==> config.mk <==
export PLATFORM = sky130hd
export DESIGN_NAME = aging_page_selector
export DESIGN_NICKNAME = d
export VERILOG_FILES = /design/src/rtl/aging_sel_pkg.sv /design/src/rtl/aging_ref_bits.sv /design/src/rtl/aging_age_bank.sv /design/src/rtl/aging_min_pick.sv /design/src/rtl/aging_page_selector.sv
export SDC_FILE = /design/constraint.sdc
export NUM_CORES = 1
export LEC_CHECK = 0
export ABC_AREA = 1
export BUFFER_PORTS_ARGS = -buffer_cell sky130_fd_sc_hd__buf_4
export CAP_MARGIN = 20
export CORE_MARGIN = 1.5
export CORE_UTILIZATION = 30
export CTS_BUF_LIST = sky130_fd_sc_hd__clkbuf_8
export CTS_CLUSTER_DIAMETER = 40
export DETAILED_ROUTE_END_ITERATION = 12
export PLACE_DENSITY = 0.53
export SLEW_MARGIN = 20
export SYNTH_ARGS = -nofsm -noshare
export SYNTH_HDL_FRONTEND = slang
export SYNTH_SLANG_ARGS = --single-unit
==> constraint.sdc <==
create_clock -name clk_i -period 9.52 [get_ports clk_i]
set_clock_uncertainty 0.1 [all_clocks]
set_input_delay 1.428 -clock clk_i [delete_from_list [all_inputs] [get_ports clk_i]]
set_output_delay 1.428 -clock clk_i [all_outputs]
set_load 0.02 [all_outputs]
==> src/rtl/aging_sel_pkg.sv <==
package aging_sel_pkg;
  localparam int unsigned DEF_PAGES = 6;
  localparam int unsigned DEF_AGE_W = 8;

  function automatic int unsigned idx_width(input int unsigned n);
    return (n > 1) ? $clog2(n) : 1;
  endfunction
endpackage

==> src/rtl/aging_ref_bits.sv <==
module aging_ref_bits #(
  parameter int unsigned NUM_PAGES = 6,
  parameter int unsigned IDX_W     = 3
) (
  input  logic                 clk_i,
  input  logic                 rst_ni,
  input  logic                 ref_valid_i,
  input  logic [IDX_W-1:0]     ref_page_i,
  input  logic                 tick_i,
  output logic [NUM_PAGES-1:0] ref_bits_o
);
  logic [NUM_PAGES-1:0] hit;

  for (genvar i = 0; i < NUM_PAGES; i++) begin : g_hit
    assign hit[i] = ref_valid_i && (ref_page_i == IDX_W'(i));
  end

  // A reference coincident with a tick seeds the new interval
  always_ff @(posedge clk_i or negedge rst_ni) begin
    if (!rst_ni)     ref_bits_o <= '0;
    else if (tick_i) ref_bits_o <= hit;
    else             ref_bits_o <= ref_bits_o | hit;
  end

  p_clear_r3: assert property (@(posedge clk_i) disable iff (!rst_ni)
    tick_i && !ref_valid_i |=> ref_bits_o == '0);

  p_sticky_r7: assert property (@(posedge clk_i) disable iff (!rst_ni)
    !tick_i |=> (ref_bits_o & $past(ref_bits_o)) == $past(ref_bits_o));

  p_range_r9: assert property (@(posedge clk_i) disable iff (!rst_ni)
    ref_valid_i && ({1'b0, ref_page_i} >= (IDX_W+1)'(NUM_PAGES)) && !tick_i
    |=> $stable(ref_bits_o));
endmodule

==> src/rtl/aging_age_bank.sv <==
module aging_age_bank #(
  parameter int unsigned NUM_PAGES = 6,
  parameter int unsigned AGE_W     = 8
) (
  input  logic                             clk_i,
  input  logic                             rst_ni,
  input  logic                             tick_i,
  input  logic [NUM_PAGES-1:0]             ref_bits_i,
  output logic [NUM_PAGES-1:0][AGE_W-1:0]  ages_o
);
  for (genvar i = 0; i < NUM_PAGES; i++) begin : g_page
    always_ff @(posedge clk_i or negedge rst_ni) begin
      if (!rst_ni)     ages_o[i] <= '0;
      else if (tick_i) ages_o[i] <= {ref_bits_i[i], ages_o[i][AGE_W-1:1]};
    end

    p_shift_r2: assert property (@(posedge clk_i) disable iff (!rst_ni)
      tick_i |=> ages_o[i] == {$past(ref_bits_i[i]), $past(ages_o[i][AGE_W-1:1])});

    p_hold_r2: assert property (@(posedge clk_i) disable iff (!rst_ni)
      !tick_i |=> $stable(ages_o[i]));
  end
endmodule

==> src/rtl/aging_min_pick.sv <==
module aging_min_pick #(
  parameter int unsigned NUM_PAGES = 6,
  parameter int unsigned AGE_W     = 8,
  parameter int unsigned IDX_W     = 3
) (
  input  logic [NUM_PAGES-1:0][AGE_W-1:0] ages_i,
  output logic [IDX_W-1:0]                victim_o
);
  logic [AGE_W-1:0] best_val;

  // Strict less-than keeps the lowest index on ties
  always_comb begin
    best_val = ages_i[0];
    victim_o = '0;
    for (int i = 1; i < NUM_PAGES; i++) begin
      if (ages_i[i] < best_val) begin
        best_val = ages_i[i];
        victim_o = IDX_W'(i);
      end
    end
  end
endmodule

==> src/rtl/aging_page_selector.sv <==
module aging_page_selector
  import aging_sel_pkg::*;
#(
  parameter int unsigned NUM_PAGES = DEF_PAGES,
  parameter int unsigned AGE_W     = DEF_AGE_W,
  localparam int unsigned IDX_W    = idx_width(NUM_PAGES),
  localparam int unsigned BUS_W    = NUM_PAGES * AGE_W
) (
  input  logic             clk_i,
  input  logic             rst_ni,
  input  logic             ref_valid_i,
  input  logic [IDX_W-1:0] ref_page_i,
  input  logic             tick_i,
  output logic [IDX_W-1:0] victim_o,
  output logic [BUS_W-1:0] ages_o
);
  logic [NUM_PAGES-1:0]            ref_bits;
  logic [NUM_PAGES-1:0][AGE_W-1:0] ages;

  aging_ref_bits #(.NUM_PAGES(NUM_PAGES), .IDX_W(IDX_W)) u_ref (
    .clk_i, .rst_ni, .ref_valid_i, .ref_page_i, .tick_i,
    .ref_bits_o(ref_bits)
  );

  aging_age_bank #(.NUM_PAGES(NUM_PAGES), .AGE_W(AGE_W)) u_bank (
    .clk_i, .rst_ni, .tick_i,
    .ref_bits_i(ref_bits),
    .ages_o(ages)
  );

  aging_min_pick #(.NUM_PAGES(NUM_PAGES), .AGE_W(AGE_W), .IDX_W(IDX_W)) u_pick (
    .ages_i(ages),
    .victim_o(victim_o)
  );

  assign ages_o = ages;

  for (genvar i = 0; i < NUM_PAGES; i++) begin : g_chk
    p_min_r4: assert property (@(posedge clk_i) disable iff (!rst_ni)
      ages[victim_o] <= ages[i]);

    p_tie_r5: assert property (@(posedge clk_i) disable iff (!rst_ni)
      ages[victim_o] == ages[i] |-> victim_o <= IDX_W'(i));
  end
endmodule

==> results.md, run 1 <==
- Number of cell rows: 37
- Reg2Reg Setup Slack: 8.56 ns
- Synth top area share: between 40% and 50%
- Hold Path Class: register to register
- Syn Nets: approximately 470
- PortBufs: 57
- F_max: around 110 MHz
- Syn Std Cell Area: 3270 sq um
- Final Hold Fails: 0
- Synth top area cells: dfrtp_1, nand2_1, ha_1
- Vias: roughly 2.9k
- Kind of critical path: register to primary output
- Final core occ: 37.3%
- Die Area: 11500 sq um
- Gr ovfl total: 0
- Warnings from Yosys: 0
- Outcome: complete, no violations
- Post-synthesis area per instance: roughly 7.6 sq um
- Multi-input logic area: about 1700 sq um
- DR WL/cell: between 10 and 15 um
- DRT iter0 DRCs: about 110
- Pre-antenna DRT Iters: 5
- Final ANT Viol Nets: 0
- Routed Wire Length: just under 8 mm
- Global-route wire length before repair: 12.9 mm
- Inserted Clock Buffers: 5
- Layout area overhead: 19.5%
- Max Cap Viol: 0
- Root Driver: clkbuf_8
- Max VDD drop: between 0.07 and 0.08 mV
- Capturing element type of the critical path: primary output
- Area leader, netlist: dfrtp_1
- Static Leak: 1.99 nW
- Slowest cell on crit path: a211oi_1
- Period utilization: approximately nine tenths
- Worst Path Arrival: 7.21 ns
- Post-cts sizing count: 0
- Final setup TNS: 0 ns
- Clk_lat worst skew: approximately 0.32 ns
- #FFs+latches synth: between 50 and 60
- GRT Overall Usage: 14.0%
- Synth unique cells: 17
- Largest net degree at the start of global routing: 100
- Die height: around 110 um
- Synth Instances: 428
- Vias/cell: approximately 4.7
- Final net count: approximately 520
- GP Congestion: 0.779
- Vias in the first global route: about 2.7k
- Clock transition at path regs: ~0.11 ns
- Setup repair after global routing missed its margin: no
- Max Buffers Root-to-Sink: 2
- Max H-tree Level: 2
- Number of placed I/O pins: 58
- Starting Density: between 30 and 40%
- Hold_ws: 0.394 ns
- Die Wd: 107 um
- Initial antenna violation count: 0
- Cts hold-fix bufs: 0
- Fraction of layout cells with a size suffix above 1: roughly 17%
- Slew Limit Headroom: 43.1%
- Clock sink count: 54
- Slowest cell delay on critical path: around 0.57 ns
- Final setup fails: 0
- Power Dens Cells: around 280 nW/um^2
- Crit Path Max Fanout: 18
- Core Box Area: ~10000 sq um
- DP HPWL: approximately 5.7 mm
- N_diodes: 0
- FILL cells: 1133
- Max-slew violations: 0
- TritonCTS clock tree: built
- Critical path launch point type: register
- Postcts setup bufs: 0
- Number of remaining DRC errors: 0
- Required time of the critical path: roughly 8.0 ns
- Total Power: roughly 1.1 mW
- Sequential area share after synthesis: 41.3%
- Tmin final: 8.74 ns
- Actual slew at the worst max-slew pin: between 0.8 and 0.9 ns
- Reg area: between 1000 and 1500 sq um
registers in the layout, summed over array words and instances, names as in the netlist:
| register | flops |
|---|---|
| u_bank.ages_o | 48 |
| u_ref.ref_bits_o | 6 |
stage by stage:
| step | cells | setup WS, ns | instance area [sq um] |
|---|---|---|---|
| after floorplan | 428 | 1.40 | 3270 |
| after global placement | 606 | 1.46 | 3810 |
| after detailed placement | 606 | 1.19 | 3810 |
| after CTS | 614 | 0.768 | 3910 |
| after global routing | 614 | 0.196 | 3910 |
| final | 614 | 0.784 | 3910 |
cells by family (layout without fill, tap and decap cells):
family                   count (synthesis)  after routing  share of synthesized area, %
adder cells (fa/ha/maj)                 31             31                          11.9
buffers and inverters                   66            116                          7.58
AND/OR/NAND/NOR                        183            183                          23.7
multiplexers                             3              3                          1.03
flip-flops                              54             54                          41.3
AO/OA/AOI/OAI                           91             91                          14.5
cells in the mapped netlist:
cell type  number
o21bai_1        2
nand3_1        23
mux2_2          3
nand2_4         6
a211oi_1        4
o21ai_0        61
nand2_1       118
clkbuf_1       14
o21a_2          1
inv_2           1
nor2_1         31
dfrtp_1        54
a21oi_1        23
ha_1           31
buf_1           1
nand2_2         5
inv_1          50
layer usage:
layer  up-vias  GRT usage, %  wire [um]
met1      1334          19.0       3750
met5         -             0          0
met3         8          2.36        267
met4         0          4.23         97
li1       1482             -          -
met2        62          22.9       3660
critical path, delay by kind of cell (launching register included):
family / cells / cell delay (ns)
buffers and inverters: 3 / 0.24
adder cells (fa/ha/maj): 5 / 1.47
AO/OA/AOI/OAI: 12 / 3.40
flip-flops: 1 / 0.37
AND/OR/NAND/NOR: 13 / 1.41
cell type report:
class | count | share of cell area (%)
well taps | 136 | 4.36
clock buffers | 5 | 1.76
multi-input cells | 308 | 42.7
repair buffers | 57 | 11.0
flip-flops and latches | 54 | 34.6
clock inverters | 3 | 0.673
inverters | 51 | 4.90
path summary, 6_finish.rpt:
check                      cells after the start                 to           startpoint
max                                           33        victim_o[0]     u_bank.ages_o[7]
min                                            2  u_bank.ages_o[31]  u_ref.ref_bits_o[3]
max reg2reg                                    1  u_bank.ages_o[19]    u_bank.ages_o[20]
min reg2reg                                    2  u_bank.ages_o[31]  u_ref.ref_bits_o[3]
max in group asynchronous                      1   u_bank.ages_o[4]               rst_ni
min in group asynchronous                      1  u_bank.ages_o[13]               rst_ni
where the power goes:
group,internal [mW],switching (mW)
combinational,0.250,0.424
sequential,0.257,0.0350
clock,0.0549,0.0871
total,0.562,0.546
layout by cell type (no fill, tap or decap), drive strengths merged:
cell	count
a211oi	4
a21oi	23
buf	57
clkbuf	5
dfrtp	54
ha	31
inv	54
mux2	3
nand2	129
nand3	23
nor2	31
o21a	1
o21ai	61
o21bai	2
Note: power is estimated with default switching activity, not from simulation.
==> inputs of run 2 (changes only) <==
--- a/config.mk
+++ b/config.mk
@@ -13,7 +13,6 @@
 export CTS_BUF_LIST = sky130_fd_sc_hd__clkbuf_8
 export CTS_CLUSTER_DIAMETER = 40
 export DETAILED_ROUTE_END_ITERATION = 12
-export PLACE_DENSITY = 0.53
 export SLEW_MARGIN = 20
 export SYNTH_ARGS = -nofsm -noshare
 export SYNTH_HDL_FRONTEND = slang
==> run 2 against run 1 <==
  * Flip-flop and latch count unchanged
  * Register-to-register slack about the same
  * Hold slack got worse by 0.0017 ns
  * Utilization increased by 0.45 points
  * Combinational power decreased by 0.6%
  * Worst setup slack improved by 0.038 ns
  * Via count decreased by 1.7%
  * Final cell count unchanged
  * Highest routed layer unchanged
==> results.md, run 2 (synthesis results as in run 1) <==
- F_max: 115 MHz (+0.44%)
- DP HPWL: 5.62 mm (-1.3%)
- DR WL/cell: 12.3 um (-2.6%)
- Die Area: 11500 sq um (unchanged)
- Pre-antenna DRT Iters: 5 (unchanged)
- Tmin final: 8.70 ns (-0.0381 ns)
- DP Worst Slack: 1.20 ns (+0.00509 ns)
- Largest net degree at the start of global routing: 100 (unchanged)
- Slowest cell delay on critical path: 0.58 ns (about the same)
- FILL cells: 1124 (-0.79%)
- Core Box Area: 10500 sq um (unchanged)
- Largest register FFs: 48 (unchanged)
- Final core occ: 37.8% (+0.45 points)
- Slowest cell on crit path: a211oi_1
- Die height: 107 um (unchanged)
- Kind of critical path: register to primary output
- Register with the most flip-flops: u_bank.ages_o
- Hold Path Class: register to register
- Max Cap Viol: 0 (unchanged)
- Fraction of layout cells with a size suffix above 1: 16.9% (unchanged)
- Clock sink count: 54 (unchanged)
- Worst hold path startpoint: u_ref.ref_bits_o[3]
- Worst Hold Depth: 2 (unchanged)
- Max VDD drop: 0.0951 mV (+19%)
- Reg area: 1350 sq um (unchanged)
- Setup crit start: u_bank.ages_o[7]
- Outcome: complete, no violations
- Crit Path Max Fanout: 18 (unchanged)
- Postcts setup bufs: 0 (unchanged)
- Global-route wire length before repair: 12.7 mm (-1.3%)
- Gr ovfl total: 0 (unchanged)
- Final net count: 515 (unchanged)
- Worst Path Arrival: 7.17 ns (-0.04 ns)
- Required time of the critical path: 7.99 ns (about the same)
- Multi-input logic area: 1670 sq um (unchanged)
- Vias in the first global route: 2813 (+4.0%)
- Routed Wire Length: 7.57 mm (-2.6%)
- Number of placed I/O pins: 58 (unchanged)
- Actual slew at the worst max-slew pin: 0.834 ns (-0.0192 ns)
- Cts hold-fix bufs: 0 (unchanged)
- N_diodes: 0 (unchanged)
- Max H-tree Level: 2 (unchanged)
- Inserted Clock Buffers: 5 (unchanged)
- Commonest cells after routing, fill and taps aside: nand2_1, o21ai_0, buf_4
- Layout area overhead: 20.9%
- Period utilization: 91.4% (-0.40 points)
- Number of cell rows: 37 (unchanged)
- PortBufs: 57 (unchanged)
- Number of remaining DRC errors: 0 (unchanged)
- Finished Layout Cells: 614 (unchanged)
- Vias/cell: 4.62 (-1.7%)
- Final ANT Viol Nets: 0 (unchanged)
- Setup WS post-layout: 0.822 ns (+0.0381 ns)
- Max Buffers Root-to-Sink: 2 (unchanged)
- TritonCTS clock tree: built
- GP Congestion: 0.776 (-0.32%)
- Cell area after layout: 3950 sq um (+1.2%)
- Worst hold endpoint: u_bank.ages_o[31]
- Static Leak: 2.01 nW (+1.1%)
- Critical path launch point type: register
- Final setup TNS: 0 ns (unchanged)
- Power Dens Cells: 291 nW/um^2 (+2.6%)
- Clk_lat worst skew: 0.31 ns (about the same)
- Slew Limit Headroom: 44.4% (+1.3 points)
- Reg2Reg Setup Slack: 8.55 ns (about the same)
- CP delay by family, top: compound AO/OA/AOI/OAI gates
- Setup repair after global routing missed its margin: no
- Commonest non-fill, non-tap cell in the layout: nand2_1
- Clock transition at path regs: 0.10 ns (about the same)
- Final Hold Fails: 0 (unchanged)
- Placement Cell Area: 3810 sq um (unchanged)
- Largest regs: u_bank.ages_o (48), u_ref.ref_bits_o (6)
- Vias: 2838 (-1.7%)
- DRT iter0 DRCs: 127 (+20%)
- R2R depth: 1 (unchanged)
- Initial antenna violation count: 0 (unchanged)
- Die Wd: 107 um (unchanged)
- Max-slew violations: 0 (unchanged)
- Post-cts sizing count: 0 (unchanged)
- Placed insts: 606 (unchanged)
- Final setup fails: 0 (unchanged)
- Total Power: 1.15 mW (+3.8%)
- Worst r2r src: u_bank.ages_o[20]
- Worst path bufs/invs: 3 (unchanged)
- GRT Overall Usage: 13.9% (-0.15 points)
- Capturing element type of the critical path: primary output
- Reg-to-Reg End: u_bank.ages_o[19]
- Root Driver: clkbuf_8
- Starting Density: 31.2% (unchanged)
- Hold_ws: 0.392 ns (-0.00173 ns)
==> run 2: cell types whose count changed in the layout (fill, tap and decap cells not counted), sizes merged <==
cell	delta
inv	-3
bufinv	+2
clkbuf	+1
==> run 2: layer usage <==
metal	share of wire [%]	global-route usage, %	wire length [um]	up-vias
li1	-	-	-	1477
met1	48	17.7	3660	1308
met2	47	23.5	3590	47
met3	3.0	2.85	229	6
met4	1.3	4.42	101	0
met5	0	0	0	-
==> run 2: layout make-up <==
class                   count  area share, %
multi-input cells         308           42.2
flip-flops and latches     54           34.2
repair buffers             57           10.8
inverters                  51           4.84
well taps                 136           4.31
clock buffers               6           2.09
clock inverters             2           1.52
==> run 2: report_power, final <==
group / total (mW) / internal [mW] / switching (mW)
Clock: 0.190 / 0.112 / 0.0778
Combinational: 0.670 / 0.250 / 0.420
Sequential: 0.291 / 0.257 / 0.0337
Total: 1.15 / 0.619 / 0.531
==> run 2: worst max-delay path by stage <==
stage          cells past startpoint     endpoint  slack (ns)
3_5_place_dp                      33  victim_o[2]        1.20
3_3_place_gp                      34  victim_o[2]        1.54
4_1_cts                           33  victim_o[2]        0.79
2_1_floorplan                     38  victim_o[0]        1.40
6_report                          33  victim_o[2]        0.82
5_1_grt                           33  victim_o[2]        0.05
==> inputs of run 3 (changes only) <==
--- a/config.mk
+++ b/config.mk
@@ -10,7 +10,7 @@
 export CAP_MARGIN = 20
 export CORE_MARGIN = 1.5
 export CORE_UTILIZATION = 30
-export CTS_BUF_LIST = sky130_fd_sc_hd__clkbuf_8
+export CTS_BUF_LIST = sky130_fd_sc_hd__clkbuf_2
 export CTS_CLUSTER_DIAMETER = 40
 export DETAILED_ROUTE_END_ITERATION = 12
 export SLEW_MARGIN = 20
==> run 3 against run 2 <==
  * Fmax grew 0.41%
  * Global-route usage is the same
  * Utilization shrank 0.44 points
  * Clock power shrank 24%
  * Non-clock buffer count is the same
  * Critical path type unchanged
  * Largest power group unchanged
==> results.md, run 3 (synthesis results as in run 1) <==
- Commonest cells after routing, fill and taps aside: nand2_1, o21ai_0, buf_4
- Clock transition at path regs: 0.27 ns (+0.17 ns)
- Power Dens Cells: 284 nW/um^2 (-2.5%)
- DP HPWL: 5.62 mm (unchanged)
- Slowest cell on crit path: dfrtp_1
- Pre-antenna DRT Iters: 4 (-1)
- CP delay by family, top: compound AO/OA/AOI/OAI gates
- Final setup fails: 0 (unchanged)
- Max VDD drop: 0.0818 mV (-14%)
- Routed Wire Length: 7.63 mm (+0.73%)
- Gr ovfl total: 0 (unchanged)
- Final net count: 515 (unchanged)
- Static Leak: 1.99 nW (-0.98%)
- Crit Path Max Fanout: 18 (unchanged)
- Max Buffers Root-to-Sink: 2 (unchanged)
- Reg2Reg Setup Slack: 8.53 ns (-0.02 ns)
- GRT Overall Usage: 13.9% (unchanged)
- PortBufs: 57 (unchanged)
- Starting Density: 31.2% (unchanged)
- Slowest cell delay on critical path: 0.43 ns (-0.15 ns)
- Fraction of layout cells with a size suffix above 1: 16.9% (unchanged)
- Max Cap Viol: 0 (unchanged)
- Postcts setup bufs: 0 (unchanged)
- Final Hold Fails: 0 (unchanged)
- DRT iter0 DRCs: 125 (-1.6%)
- Die Wd: 107 um (unchanged)
- Commonest non-fill, non-tap cell in the layout: nand2_1
- Initial antenna violation count: 0 (unchanged)
- Slew Limit Headroom: 44.5% (+0.067 points)
- Clock sink count: 54 (unchanged)
- Final core occ: 37.3% (-0.44 points)
- Largest net degree at the start of global routing: 100 (unchanged)
- Hold_ws: 0.423 ns (+0.0302 ns)
- GP Congestion: 0.776 (unchanged)
- Tmin final: 8.66 ns (-0.0356 ns)
- Number of placed I/O pins: 58 (unchanged)
- F_max: 115 MHz (+0.41%)
- Vias/cell: 4.60 (-0.55%)
- Die Area: 11500 sq um (unchanged)
- Max H-tree Level: 2 (unchanged)
- Number of cell rows: 37 (unchanged)
- Period utilization: 91.0% (-0.37 points)
- Die height: 107 um (unchanged)
- Largest regs: u_bank.ages_o (48), u_ref.ref_bits_o (6)
- Clk_lat worst skew: 0.46 ns (+0.15 ns)
- Inserted Clock Buffers: 5 (unchanged)
- Hold Path Class: register to register
- Final setup TNS: 0 ns (unchanged)
- Global-route wire length before repair: 12.7 mm (about the same)
- Critical path launch point type: register
- Worst path bufs/invs: 3 (unchanged)
- Post-cts sizing count: 0 (unchanged)
- Layout area overhead: 19.5%
- Cts hold-fix bufs: 0 (unchanged)
- Outcome: complete, no violations
- Largest register FFs: 48 (unchanged)
- Worst Path Arrival: 7.13 ns (-0.04 ns)
- Finished Layout Cells: 615 (+0.16%)
- Actual slew at the worst max-slew pin: 0.833 ns (-0.00101 ns)
- Setup repair after global routing missed its margin: no
- TritonCTS clock tree: built
- Vias: 2827 (-0.39%)
- Capturing element type of the critical path: primary output
- Vias in the first global route: 2779 (-1.2%)
- Placed insts: 606 (unchanged)
- Final ANT Viol Nets: 0 (unchanged)
- Number of remaining DRC errors: 0 (unchanged)
- Required time of the critical path: 7.99 ns (about the same)
- Core Box Area: 10500 sq um (unchanged)
- Register with the most flip-flops: u_bank.ages_o
- DR WL/cell: 12.4 um (+0.56%)
- Root Driver: clkbuf_2
- Kind of critical path: register to primary output
- Max-slew violations: 0 (unchanged)
-- run 3: layer usage --
layer | wire, um | vias up | global-route usage [%]
met5 | 0 | - | 0
met1 | 3620 | 1283 | 18.0
met2 | 3560 | 60 | 23.1
li1 | - | 1475 | -
met3 | 278 | 9 | 2.66
met4 | 164 | 0 | 4.70
-- run 3: path summary, 6_finish.rpt --
kind | from | end | cells past startpoint
setup / recovery | u_bank.ages_o[7] | victim_o[2] | 33
hold / removal | u_ref.ref_bits_o[2] | u_bank.ages_o[23] | 2
setup reg to reg | u_bank.ages_o[20] | u_bank.ages_o[19] | 1
hold reg to reg | u_ref.ref_bits_o[2] | u_bank.ages_o[23] | 2
max in group asynchronous | rst_ni | u_bank.ages_o[11] | 1
min in group asynchronous | rst_ni | u_bank.ages_o[41] | 1
-- run 3: stage by stage --
step | power, mW | instance area [sq um] | setup slack [ns]
after global routing | 1.24 | 3900 | 0.0848
final | 1.11 | 3910 | 0.858
after floorplan | 0.788 | 3270 | 1.40
after CTS | 1.12 | 3900 | 0.580
after detailed placement | 0.967 | 3810 | 1.20
after global placement | 0.944 | 3810 | 1.54
-- run 3: where the power goes --
group | total [mW] | leakage [nW] | switching, mW | internal, mW
Combinational | 0.672 | 1.26 | 0.421 | 0.251
Clock | 0.145 | 0.0506 | 0.0749 | 0.0697
Sequential | 0.291 | 0.675 | 0.0338 | 0.258
-- run 3: area by class of cell --
| cell class | count | area (sq um) |
|---|---|---|
| Timing Repair Buffer | 57 | 428 |
| Clock buffer | 5 | 25.0 |
| Antenna cell | 1 | 2.50 |
| Fill cell | 1124 | 6560 |
| Inverter | 51 | 191 |
| Multi-Input combinational cell | 308 | 1670 |
| Sequential cell | 54 | 1350 |
| Tap cell | 136 | 170 |
| Clock inverter | 3 | 63.8 |
